$ cat src/rtl/ddr_adc_pkg.sv
package ddr_adc_pkg;
  typedef enum logic [2:0] {
    PH_IDLE,
    PH_CNVH,
    PH_CONV,
    PH_SCLK,
    PH_WAIT
  } phase_t;
endpackage

$ cat src/rtl/ddr_adc_seq.sv
// Timing sequencer: convert strobe, conversion wait, serial clock burst,
// then a bounded wait for the returned clock to finish.
module ddr_adc_seq
  import ddr_adc_pkg::*;
#(
  parameter int T_CNVH = 4,
  parameter int T_CONV = 57,
  parameter int T_RTT  = 4,
  parameter int HALFS  = 32
) (
  input  logic clk,
  input  logic rst_n,
  input  logic start,
  input  logic cap_last,
  output logic cnv_n,
  output logic sclk,
  output logic sclk_en,
  output logic done,
  output logic armed,
  output logic launch
);
  localparam int M1   = (T_CNVH > T_CONV) ? T_CNVH : T_CONV;
  localparam int M2   = (HALFS > T_RTT + 1) ? HALFS : T_RTT + 1;
  localparam int TMAX = (M1 > M2) ? M1 : M2;
  localparam int TW   = $clog2(TMAX + 1);

  phase_t        phase;
  logic [TW-1:0] timer;

  assign launch = (phase == PH_IDLE) && start;
  assign armed  = (phase != PH_IDLE);

  always_ff @(posedge clk) begin
    if (!rst_n) begin
      phase   <= PH_IDLE;
      timer   <= '0;
      cnv_n   <= 1'b0;
      sclk    <= 1'b0;
      sclk_en <= 1'b0;
      done    <= 1'b1;
    end else begin
      unique case (phase)
        PH_IDLE: begin
          if (start) begin
            phase <= PH_CNVH;
            cnv_n <= 1'b1;
            done  <= 1'b0;
            timer <= TW'(T_CNVH - 1);
          end
        end
        PH_CNVH: begin
          if (timer == '0) begin
            phase <= PH_CONV;
            cnv_n <= 1'b0;
            timer <= TW'(T_CONV - 1);
          end else begin
            timer <= timer - 1'b1;
          end
        end
        PH_CONV: begin
          if (timer == '0) begin
            phase   <= PH_SCLK;
            sclk_en <= 1'b1;
            sclk    <= 1'b1;
            timer   <= TW'(HALFS - 1);
          end else begin
            timer <= timer - 1'b1;
          end
        end
        PH_SCLK: begin
          if (timer != '0) begin
            sclk  <= ~sclk;
            timer <= timer - 1'b1;
          end else begin
            sclk_en <= 1'b0;
            sclk    <= 1'b0;
            if (cap_last) begin
              phase <= PH_IDLE;
              done  <= 1'b1;
            end else begin
              phase <= PH_WAIT;
            end
          end
        end
        PH_WAIT: begin
          if (cap_last || timer == TW'(T_RTT)) begin
            phase <= PH_IDLE;
            done  <= 1'b1;
            timer <= '0;
          end else begin
            timer <= timer + 1'b1;
          end
        end
        default: phase <= PH_IDLE;
      endcase
    end
  end
endmodule

$ cat src/rtl/ddr_adc_capture.sv
// Returned-clock edge detector and per-conversion bit counter.
module ddr_adc_capture #(
  parameter int BITS = 32
) (
  input  logic clk,
  input  logic rst_n,
  input  logic armed,
  input  logic launch,
  input  logic ret_clk,
  input  logic ret_en,
  output logic shift,
  output logic last
);
  localparam int CW = $clog2(BITS + 1);

  logic          ret_prev;
  logic [CW-1:0] count;

  assign shift = armed && ret_en && (ret_clk != ret_prev) && (count != CW'(BITS));
  assign last  = shift && (count == CW'(BITS - 1));

  always_ff @(posedge clk) begin
    if (!rst_n) begin
      ret_prev <= 1'b0;
      count    <= '0;
    end else begin
      ret_prev <= ret_clk;
      if (launch)     count <= '0;
      else if (shift) count <= count + 1'b1;
    end
  end
endmodule

$ cat src/rtl/ddr_adc_lane.sv
// One serial lane: MSB-first shift register with its next value exposed.
module ddr_adc_lane #(
  parameter int BITS = 32
) (
  input  logic            clk,
  input  logic            rst_n,
  input  logic            shift,
  input  logic            sdo,
  output logic [BITS-1:0] nxt
);
  logic [BITS-1:0] sr;

  assign nxt = {sr[BITS-2:0], sdo};

  always_ff @(posedge clk) begin
    if (!rst_n)     sr <= '0;
    else if (shift) sr <= nxt;
  end
endmodule

$ cat src/rtl/ddr_adc_reader.sv
module ddr_adc_reader #(
  parameter int W      = 16,
  parameter int CH     = 8,
  parameter int LANES  = 4,
  parameter int T_CNVH = 4,
  parameter int T_CONV = 57,
  parameter int T_RTT  = 4
) (
  input  logic              clk,
  input  logic              rst_n,
  input  logic              start,
  output logic              done,
  output logic              cnv_n,
  output logic              sclk,
  output logic              sclk_en,
  input  logic              ret_clk,
  input  logic              ret_en,
  input  logic [LANES-1:0]  sdo,
  output logic [CH*W-1:0]   words
);
  localparam int CPL  = CH / LANES;
  localparam int BITS = W * CPL;

  logic armed, launch, shift, last;
  logic [BITS-1:0] lane_nxt [LANES];
  logic [CH*W-1:0] words_nxt;

  ddr_adc_seq #(
    .T_CNVH(T_CNVH), .T_CONV(T_CONV), .T_RTT(T_RTT), .HALFS(BITS)
  ) u_seq (
    .clk(clk), .rst_n(rst_n), .start(start), .cap_last(last),
    .cnv_n(cnv_n), .sclk(sclk), .sclk_en(sclk_en), .done(done),
    .armed(armed), .launch(launch)
  );

  ddr_adc_capture #(.BITS(BITS)) u_cap (
    .clk(clk), .rst_n(rst_n), .armed(armed), .launch(launch),
    .ret_clk(ret_clk), .ret_en(ret_en), .shift(shift), .last(last)
  );

  for (genvar l = 0; l < LANES; l++) begin : g_lane
    ddr_adc_lane #(.BITS(BITS)) u_lane (
      .clk(clk), .rst_n(rst_n), .shift(shift), .sdo(sdo[l]), .nxt(lane_nxt[l])
    );
    for (genvar j = 0; j < CPL; j++) begin : g_chan
      // first channel of the lane arrived first, so it sits highest
      assign words_nxt[(l*CPL+j)*W +: W] = lane_nxt[l][BITS-1-j*W -: W];
    end
  end

  always_ff @(posedge clk) begin
    if (!rst_n)    words <= '0;
    else if (last) words <= words_nxt;
  end
endmodule

$ cat config.mk
export PLATFORM = sky130hd
export DESIGN_NAME = ddr_adc_reader
export DESIGN_NICKNAME = d
export VERILOG_FILES = /design/src/rtl/ddr_adc_pkg.sv /design/src/rtl/ddr_adc_seq.sv /design/src/rtl/ddr_adc_capture.sv /design/src/rtl/ddr_adc_lane.sv /design/src/rtl/ddr_adc_reader.sv
export SDC_FILE = /design/constraint.sdc
export NUM_CORES = 1
export LEC_CHECK = 0
export ABC_AREA = 1
export BUFFER_PORTS_ARGS = -buffer_cell sky130_fd_sc_hd__buf_2
export CAP_MARGIN = 15
export CORE_ASPECT_RATIO = 1.2
export CORE_UTILIZATION = 40
export CTS_CLUSTER_DIAMETER = 200
export DETAILED_ROUTE_END_ITERATION = 16
export GPL_TIMING_DRIVEN = 1
export SETUP_SLACK_MARGIN = 0.3
export SYNTH_ARGS = -nofsm -noshare
export SYNTH_HDL_FRONTEND = slang
export SYNTH_SLANG_ARGS = --single-unit
$ cat constraint.sdc
create_clock -name clk -period 2.2 [get_ports clk]
set_clock_uncertainty 0.15 [all_clocks]
set_input_delay 0.22 -clock clk [delete_from_list [all_inputs] [get_ports clk]]
set_output_delay 0.22 -clock clk [all_outputs]
set_load 0.05 [all_outputs]
==> results of run 1 <==
## through the flow
stage               hold WS, ps  area [um2]
finish                      122       12500
global placement            281       11000
detailed placement          290       11000
floorplan                   163       10000
CTS                         158       12100
global route                159       12500
## repair_timing
item | in CTS | in global routing
resized for setup | 8 | 30
pin swaps | 1 | 5
buffers inserted | 2 | 4
setup endpoints to repair | 95 | 235
hold buffers | 8 | 0
gates cloned | 1 | 18
endpoints found under the hold margin | 33 | 0
## cell usage in the layout (no fill, tap or decap), types with 2 or more instances in the layout
cell / count
sky130_fd_sc_hd__inv_2: 3
sky130_fd_sc_hd__nand2_1: 174
sky130_fd_sc_hd__xor2_1: 6
sky130_fd_sc_hd__nand3_1: 145
sky130_fd_sc_hd__o21ai_1: 10
sky130_fd_sc_hd__buf_4: 12
sky130_fd_sc_hd__dfxtp_2: 2
sky130_fd_sc_hd__clkinv_2: 3
sky130_fd_sc_hd__o21ai_0: 125
sky130_fd_sc_hd__nand3_2: 3
sky130_fd_sc_hd__buf_16: 8
sky130_fd_sc_hd__buf_2: 139
sky130_fd_sc_hd__nand3b_1: 2
sky130_fd_sc_hd__nand4_1: 4
sky130_fd_sc_hd__nor3_1: 2
sky130_fd_sc_hd__nor2_4: 2
sky130_fd_sc_hd__dlygate4sd3_1: 8
sky130_fd_sc_hd__inv_1: 26
sky130_fd_sc_hd__nor2_1: 262
sky130_fd_sc_hd__nor3_4: 2
sky130_fd_sc_hd__clkbuf_1: 9
sky130_fd_sc_hd__ha_1: 3
sky130_fd_sc_hd__a21oi_1: 141
sky130_fd_sc_hd__clkbuf_8: 5
sky130_fd_sc_hd__bufinv_16: 2
sky130_fd_sc_hd__nor3b_1: 2
sky130_fd_sc_hd__inv_6: 3
sky130_fd_sc_hd__dfxtp_1: 270
sky130_fd_sc_hd__buf_6: 6
sky130_fd_sc_hd__nand2_4: 2
sky130_fd_sc_hd__clkbuf_16: 37
sky130_fd_sc_hd__nand2_2: 3
sky130_fd_sc_hd__buf_8: 2
sky130_fd_sc_hd__buf_12: 6
## report_power, final
group	internal, uW	total (uW)	switching (uW)
sequential	5540	6020	486
combinational	1100	2920	1820
clock	2810	4720	1910
total	9440	13700	4220
## state kept, by name, summed over array words and instances (netlist names)
name,count
g_lane.u_lane.sr,124
u_cap.count,6
u_cap.ret_prev,1
u_seq.cnv_n,1
u_seq.done,1
u_seq.phase,3
u_seq.sclk,1
u_seq.sclk_en,1
u_seq.timer,6
words,128
## area by class of cell
cell class | instances | area share, %
Clock buffer | 43 | 6.60
Timing Repair Buffer | 189 | 12.0
Tap cell | 325 | 3.24
Multi-Input combinational cell | 897 | 32.8
Clock inverter | 6 | 0.658
Sequential cell | 272 | 43.4
Inverter | 31 | 1.05
Timing Repair inverter | 3 | 0.209
## path summary, 6_finish.rpt
kind	start	end	depth (start not counted)	slack, ps
max	u_cap.count[1]$_SDFFE_PP0P_	words[117]$_SDFFE_PN0P_	9	340
min	ret_en	g_lane[3].u_lane.sr[18]$_SDFFE_PN0P_	6	120
max reg2reg	u_cap.count[1]$_SDFFE_PP0P_	words[117]$_SDFFE_PN0P_	9	340
min reg2reg	words[104]$_SDFFE_PN0P_	words[104]$_SDFFE_PN0P_	2	310
## worst max-delay path, stage by stage (launching register included)
cell	delay, ps
sky130_fd_sc_hd__dfxtp_1	360
sky130_fd_sc_hd__inv_1	80
sky130_fd_sc_hd__ha_1	190
sky130_fd_sc_hd__nand4_1	110
sky130_fd_sc_hd__buf_4	180
sky130_fd_sc_hd__nand3_4	160
sky130_fd_sc_hd__buf_12	200
sky130_fd_sc_hd__clkbuf_16	180
sky130_fd_sc_hd__nand2_1	70
sky130_fd_sc_hd__a21oi_1	50
## routing by layer
metal	GRT usage, %	part of all wire (%)
met4	4.43	1.7
met5	0	0
met2	30.9	47
met1	24.7	46
met3	3.14	5.0
## kinds of logic (layout without fill, tap and decap cells)
| logic type | count (synthesis) | in the layout |
|---|---|---|
| flops | 272 | 272 |
| fa+ha+maj | 4 | 4 |
| xor+xnor | 7 | 7 |
| compound gates | 280 | 280 |
| buf+inv | 131 | 272 |
| simple gates | 604 | 606 |
==> results.py, run 1 <==
metrics = {
    "run_status": {
        "status": "finished clean",
    },
    "layout": {
        "utilization_pct": 50.8,
        "area_growth_from_synthesis_to_layout_pct": 24.9,
        "post_route_cells_drive_above_1_share_pct": 17.3,
        "finish.net_count": 1435,
        "multiInputGateArea_um2": 4120,
        "diodes": 0,
        "seqCellArea_um2": 5450,
        "post_layout_cell_count": 1766,
        "num-fill-cells": 2399,
    },
    "logic_synthesis": {
        "syn-cell-area_um2": 10000,
        "post_synth_fa_ha_maj_area_fraction_pct": 0.498,
        "synthMostInstantiatedCell": "sky130_fd_sc_hd__dfxtp_1",
        "synth_area_per_cell_um2": 7.74,
        "synth_enable_flop_cells": 0,
        "postSynthCellCount": 1298,
        "post-synth-top-area-fraction_pct": 54.2,
        "synth.yosys.seq_area_share_pct": 54.2,
        "yosys_warnings": 0,
        "yosys_most_used_dff": "sky130_fd_sc_hd__dfxtp_1",
        "post_synth_main_area_contributors": "sky130_fd_sc_hd__dfxtp_1, sky130_fd_sc_hd__nor2_1, sky130_fd_sc_hd__nand3_1, sky130_fd_sc_hd__a21oi_1, sky130_fd_sc_hd__o21ai_0",
        "synth.net_count": 1311,
        "main_combinational_cell_family_by_area_after_synthesis": "simple AND/OR/NAND/NOR gates",
        "synth_cell_types": 28,
        "mux_contribution_to_synthesized_area_pct": 0,
        "synth_largest_area_cell": "sky130_fd_sc_hd__dfxtp_1",
        "synth_simple_gate_area_share_pct": 25.0,
        "synth_async_sr_flop_share_pct": 0,
        "synth_commonest_cells": "sky130_fd_sc_hd__dfxtp_1, sky130_fd_sc_hd__nor2_1, sky130_fd_sc_hd__nand2_1",
        "postSynthRegisterBits": 272,
        "post_synthesis_compound_gate_area_fraction_pct": 14.0,
        "synth-xor-area-share_pct": 0.610,
    },
    "pwr": {
        "finalPower_uw": 13700,
        "ir_drop_mv": 0.570,
        "static_leakage_uw": 0.00495,
        "powerDensity_nw_per_um2": 1090,
    },
    "cts": {
        "clock_buffers_created_by_tritoncts": 28,
        "clock_tree.root_cell": "sky130_fd_sc_hd__clkbuf_16",
        "cts.clk_slew.worst_paths_ps": 70,
        "cts_h_tree_lvls": 1,
        "clock_latency_late_sink_ps": 540,
        "tritoncts": "built",
        "tritoncts_num_sinks": 272,
        "clockBufferDepth": 3,
    },
    "critical_path": {
        "start_kind": "flip-flop",
        "crit_type": "reg2reg",
        "worst-endpoint-required_ps": 2460,
        "end_kind": "flip-flop",
        "worstPathMaxFanout": 17,
        "critPathArrivalTime_ps": 2130,
    },
    "placed_design": {
        "globalplace.congestion": 0.852,
        "dp_hpwl_um": 14100,
        "io_buffer_count": 140,
        "place_inst": 1684,
        "detailedPlace.worstSlack_ps": 259,
    },
    "global_route": {
        "number_of_antenna_violations_at_the_first_check_in_global_routing": 0,
        "gr-total-overflow": 0,
        "via_count_of_the_first_global_routing_pass": 8053,
        "global_route_usage_over_all_layers_pct": 18.5,
        "grt_max_degree": 77,
        "grt_pass1_wl_um": 39900,
    },
    "route": {
        "route.detailed.vias_per_inst": 5.09,
        "drt-total-wl_um": 26800,
        "dr_total_vias": 8993,
        "detail_route.first_pass.iterations": 5,
        "drt_iter0_drc": 609,
        "route.detailed.wl_per_inst_um": 15.2,
        "detail-route-antenna-nets": 0,
        "detail_route.drc_violations": 0,
    },
    "die": {
        "core_region_area_um2": 24700,
        "io_pins": 141,
        "fp.dieW_um": 147,
        "fp.dieH_um": 176,
        "die_area_um2": 25700,
        "start_util_pct": 40.7,
        "std_cell_rows": 63,
    },
    "timing": {
        "timing.final.crit_share_pct": 84.8,
        "final_hold_viol_count": 0,
        "final.setup.tns_ps": 0,
        "finalSetupViolations": 0,
        "rsz_0062_raised_after_global_routing": "true",
        "tightestPinTransition_ps": 473,
        "slew_headroom_pct": 68.5,
        "clock.fmax_ghz": 0.536,
        "timing.final.ws_setup_ps": 335,
        "final.min_clock_period_ps": 1860,
        "report.final.slew_viol_count": 0,
    },
    "hold_path": {
        "hold_wc_path_type": "in2reg",
    },
    "flow_run": {
        "max_cap_viol_count": 0,
    },
}
Note: power is estimated with default switching activity, not from simulation.
==> run 2: changes to the inputs <==
==> constraint.sdc (replaced) <==
create_clock -name clk -period 1.6 [get_ports clk]
set_clock_uncertainty 0.15 [all_clocks]
set_input_delay 0.16 -clock clk [delete_from_list [all_inputs] [get_ports clk]]
set_output_delay 0.16 -clock clk [all_outputs]
set_load 0.05 [all_outputs]
==> run 2 against run 1 <==
  * The run now ends with negative setup slack left
  * Utilization increased by 9.7 points
  * Register-to-register slack got worse by 570 ps
  * Non-clock buffer count increased by 99
  * Clock power increased by 35%
  * Sequential power increased by 38%
  * Fmax increased by 1.5%
  * Die area unchanged
  * Global-route usage increased by 2.9 points
  * Via count increased by 4.6%
  * Power increased by 49%
  * Critical path depth unchanged
  * Clock-buffer cell count decreased by 5
  * Critical path type unchanged
  * Highest routed layer unchanged
==> results.py, run 2 (synthesis results as in run 1) <==
metrics = {
    "run_status": {
        "status": "finished, violations left",
        "violations_in_the_final_reports": "negative setup slack",
    },
    "critical_path": {
        "start_kind": "flip-flop",
        "worstPathMaxFanout": 6,
        "critPathArrivalTime_ps": 2110,
        "worst-endpoint-required_ps": 1870,
        "end_kind": "flip-flop",
        "crit_type": "reg2reg",
    },
    "layout": {
        "num-fill-cells": 2150,
        "most_common_library_cell_in_the_layout_ignoring_fill_and_taps": "sky130_fd_sc_hd__nor2_1",
        "largest_register_ff_count": 128,
        "largest_register": "words",
        "most-common-layout-cells": "sky130_fd_sc_hd__nor2_1, sky130_fd_sc_hd__dfxtp_1, sky130_fd_sc_hd__nand3_1",
        "diodes": 0,
        "finish.net_count": 1530,
        "utilization_pct": 60.5,
        "area_growth_from_synthesis_to_layout_pct": 48.7,
        "post_route_cells_drive_above_1_share_pct": 34.0,
        "largest_registers_in_the_final_layout": "words: 128 flops, g_lane.u_lane.sr: 124 flops",
        "fin_area_um2": 14900,
    },
    "route": {
        "detail_route.drc_violations": 0,
        "drt_iter0_drc": 409,
        "dr_total_vias": 9406,
        "drt-total-wl_um": 29200,
        "detail-route-antenna-nets": 0,
        "route.detailed.vias_per_inst": 5.05,
        "route.detailed.wl_per_inst_um": 15.7,
        "detail_route.first_pass.iterations": 7,
    },
    "placed_design": {
        "postPlaceCellArea_um2": 11800,
        "dp_hpwl_um": 15700,
        "io_buffer_count": 140,
        "globalplace.congestion": 0.849,
    },
    "die": {
        "core_region_area_um2": 24700,
        "die_area_um2": 25700,
        "fp.dieH_um": 176,
        "fp.dieW_um": 147,
        "std_cell_rows": 63,
        "start_util_pct": 40.7,
        "io_pins": 141,
    },
    "timing": {
        "tightestPinTransition_ps": 817,
        "finalSetupViolations": 267,
        "final_hold_viol_count": 0,
        "timing.final.ws_setup_ps": -238,
        "final.min_clock_period_ps": 1840,
        "clock.fmax_ghz": 0.544,
        "timing.final.crit_share_pct": 115,
        "slew_headroom_pct": 45.4,
        "rsz_0062_raised_after_global_routing": "true",
        "report.final.slew_viol_count": 0,
    },
    "hold_path": {
        "hold_wc_path_type": "in2reg",
    },
    "cts": {
        "cts_h_tree_lvls": 1,
        "clock_latency_late_sink_ps": 540,
        "clock_buffers_created_by_tritoncts": 28,
        "clock_tree.root_cell": "sky130_fd_sc_hd__clkbuf_16",
        "cts.clk_slew.worst_paths_ps": 60,
        "tritoncts": "built",
        "clockBufferDepth": 3,
        "tritoncts_num_sinks": 272,
    },
    "pwr": {
        "static_leakage_uw": 0.00588,
        "powerDensity_nw_per_um2": 1360,
        "ir_drop_mv": 0.769,
    },
    "global_route": {
        "global_route_usage_over_all_layers_pct": 21.4,
        "number_of_antenna_violations_at_the_first_check_in_global_routing": 0,
        "via_count_of_the_first_global_routing_pass": 8867,
        "gr-total-overflow": 0,
        "grt_max_degree": 61,
        "grt_pass1_wl_um": 44900,
    },
    "flow_run": {
        "max_cap_viol_count": 0,
    },
}
run 2: final timing paths:
path | startpoint | to | slack (ps) | cells after the start
max reg2reg | u_cap.count[0]$_SDFFE_PP0P_ | words[2]$_SDFFE_PN0P_ | -240 | 9
max | u_cap.count[0]$_SDFFE_PP0P_ | words[2]$_SDFFE_PN0P_ | -240 | 9
min | rst_n | g_lane[3].u_lane.sr[27]$_SDFFE_PN0P_ | 30 | 4
min reg2reg | words[91]$_SDFFE_PN0P_ | words[91]$_SDFFE_PN0P_ | 310 | 2
run 2: layout make-up:
| type | count | area [um2] | area share [%] |
|---|---|---|---|
| clock buffer | 38 | 810 | 5.42 |
| clock inverter | 12 | 87.6 | 0.586 |
| inverter | 31 | 143 | 0.955 |
| multi-input combinational | 896 | 4840 | 32.4 |
| sequential | 272 | 5510 | 36.9 |
| tap | 325 | 407 | 2.72 |
| timing repair buffer | 288 | 3140 | 21.1 |
run 2: stage by stage:
stage	total power (uW)	setup TNS, ps	hold WS, ps	std cells	setup WS [ps]
after global routing	21400	-54740	32.0	1862	-286
after detailed placement	12700	-33130	226	1746	-201
final	20300	-33230	27.4	1862	-238
after floorplan	11400	0	103	1298	46.8
after global placement	12600	-21230	219	1746	-156
after CTS	19900	-19200	0.00855	1849	-132
run 2: critical path, stage by stage, from the launching register on:
cell and delay, ps:
sky130_fd_sc_hd__dfxtp_4 390, sky130_fd_sc_hd__ha_4 160, sky130_fd_sc_hd__nand3_4 100, sky130_fd_sc_hd__nor2_4 200
sky130_fd_sc_hd__nand3_4 130, sky130_fd_sc_hd__buf_6 150, sky130_fd_sc_hd__buf_12 140, sky130_fd_sc_hd__clkbuf_16 170
sky130_fd_sc_hd__nand2_2 60, sky130_fd_sc_hd__a21oi_1 60
run 2: routing by layer:
layer  track usage, %  up-vias  part of all wire, %
met5                0        -                    0
met4             5.86        0                  2.0
met3             3.35       35                  4.0
met2             37.6      184                   51
met1             26.9     4442                   43
li1                 -     4745                    -
run 2: power by group:
| part | leakage [uW] | internal (uW) | total (uW) | switching, uW |
|---|---|---|---|---|
| Combinational | 0.00320 | 2590 | 5650 | 3060 |
| Clock | 0.000451 | 3690 | 6360 | 2670 |
| Sequential | 0.00222 | 7620 | 8330 | 710 |
| Total | 0.00588 | 13900 | 20300 | 6440 |
run 2: what timing repair did:
item,CTS,global route
gates resized for setup,346,134
endpoints found under the setup margin,403,403
hold buffers,10,0
gates cloned,17,9
buffers inserted,26,4
pin swaps,25,25
endpoints found under the hold margin,27,0
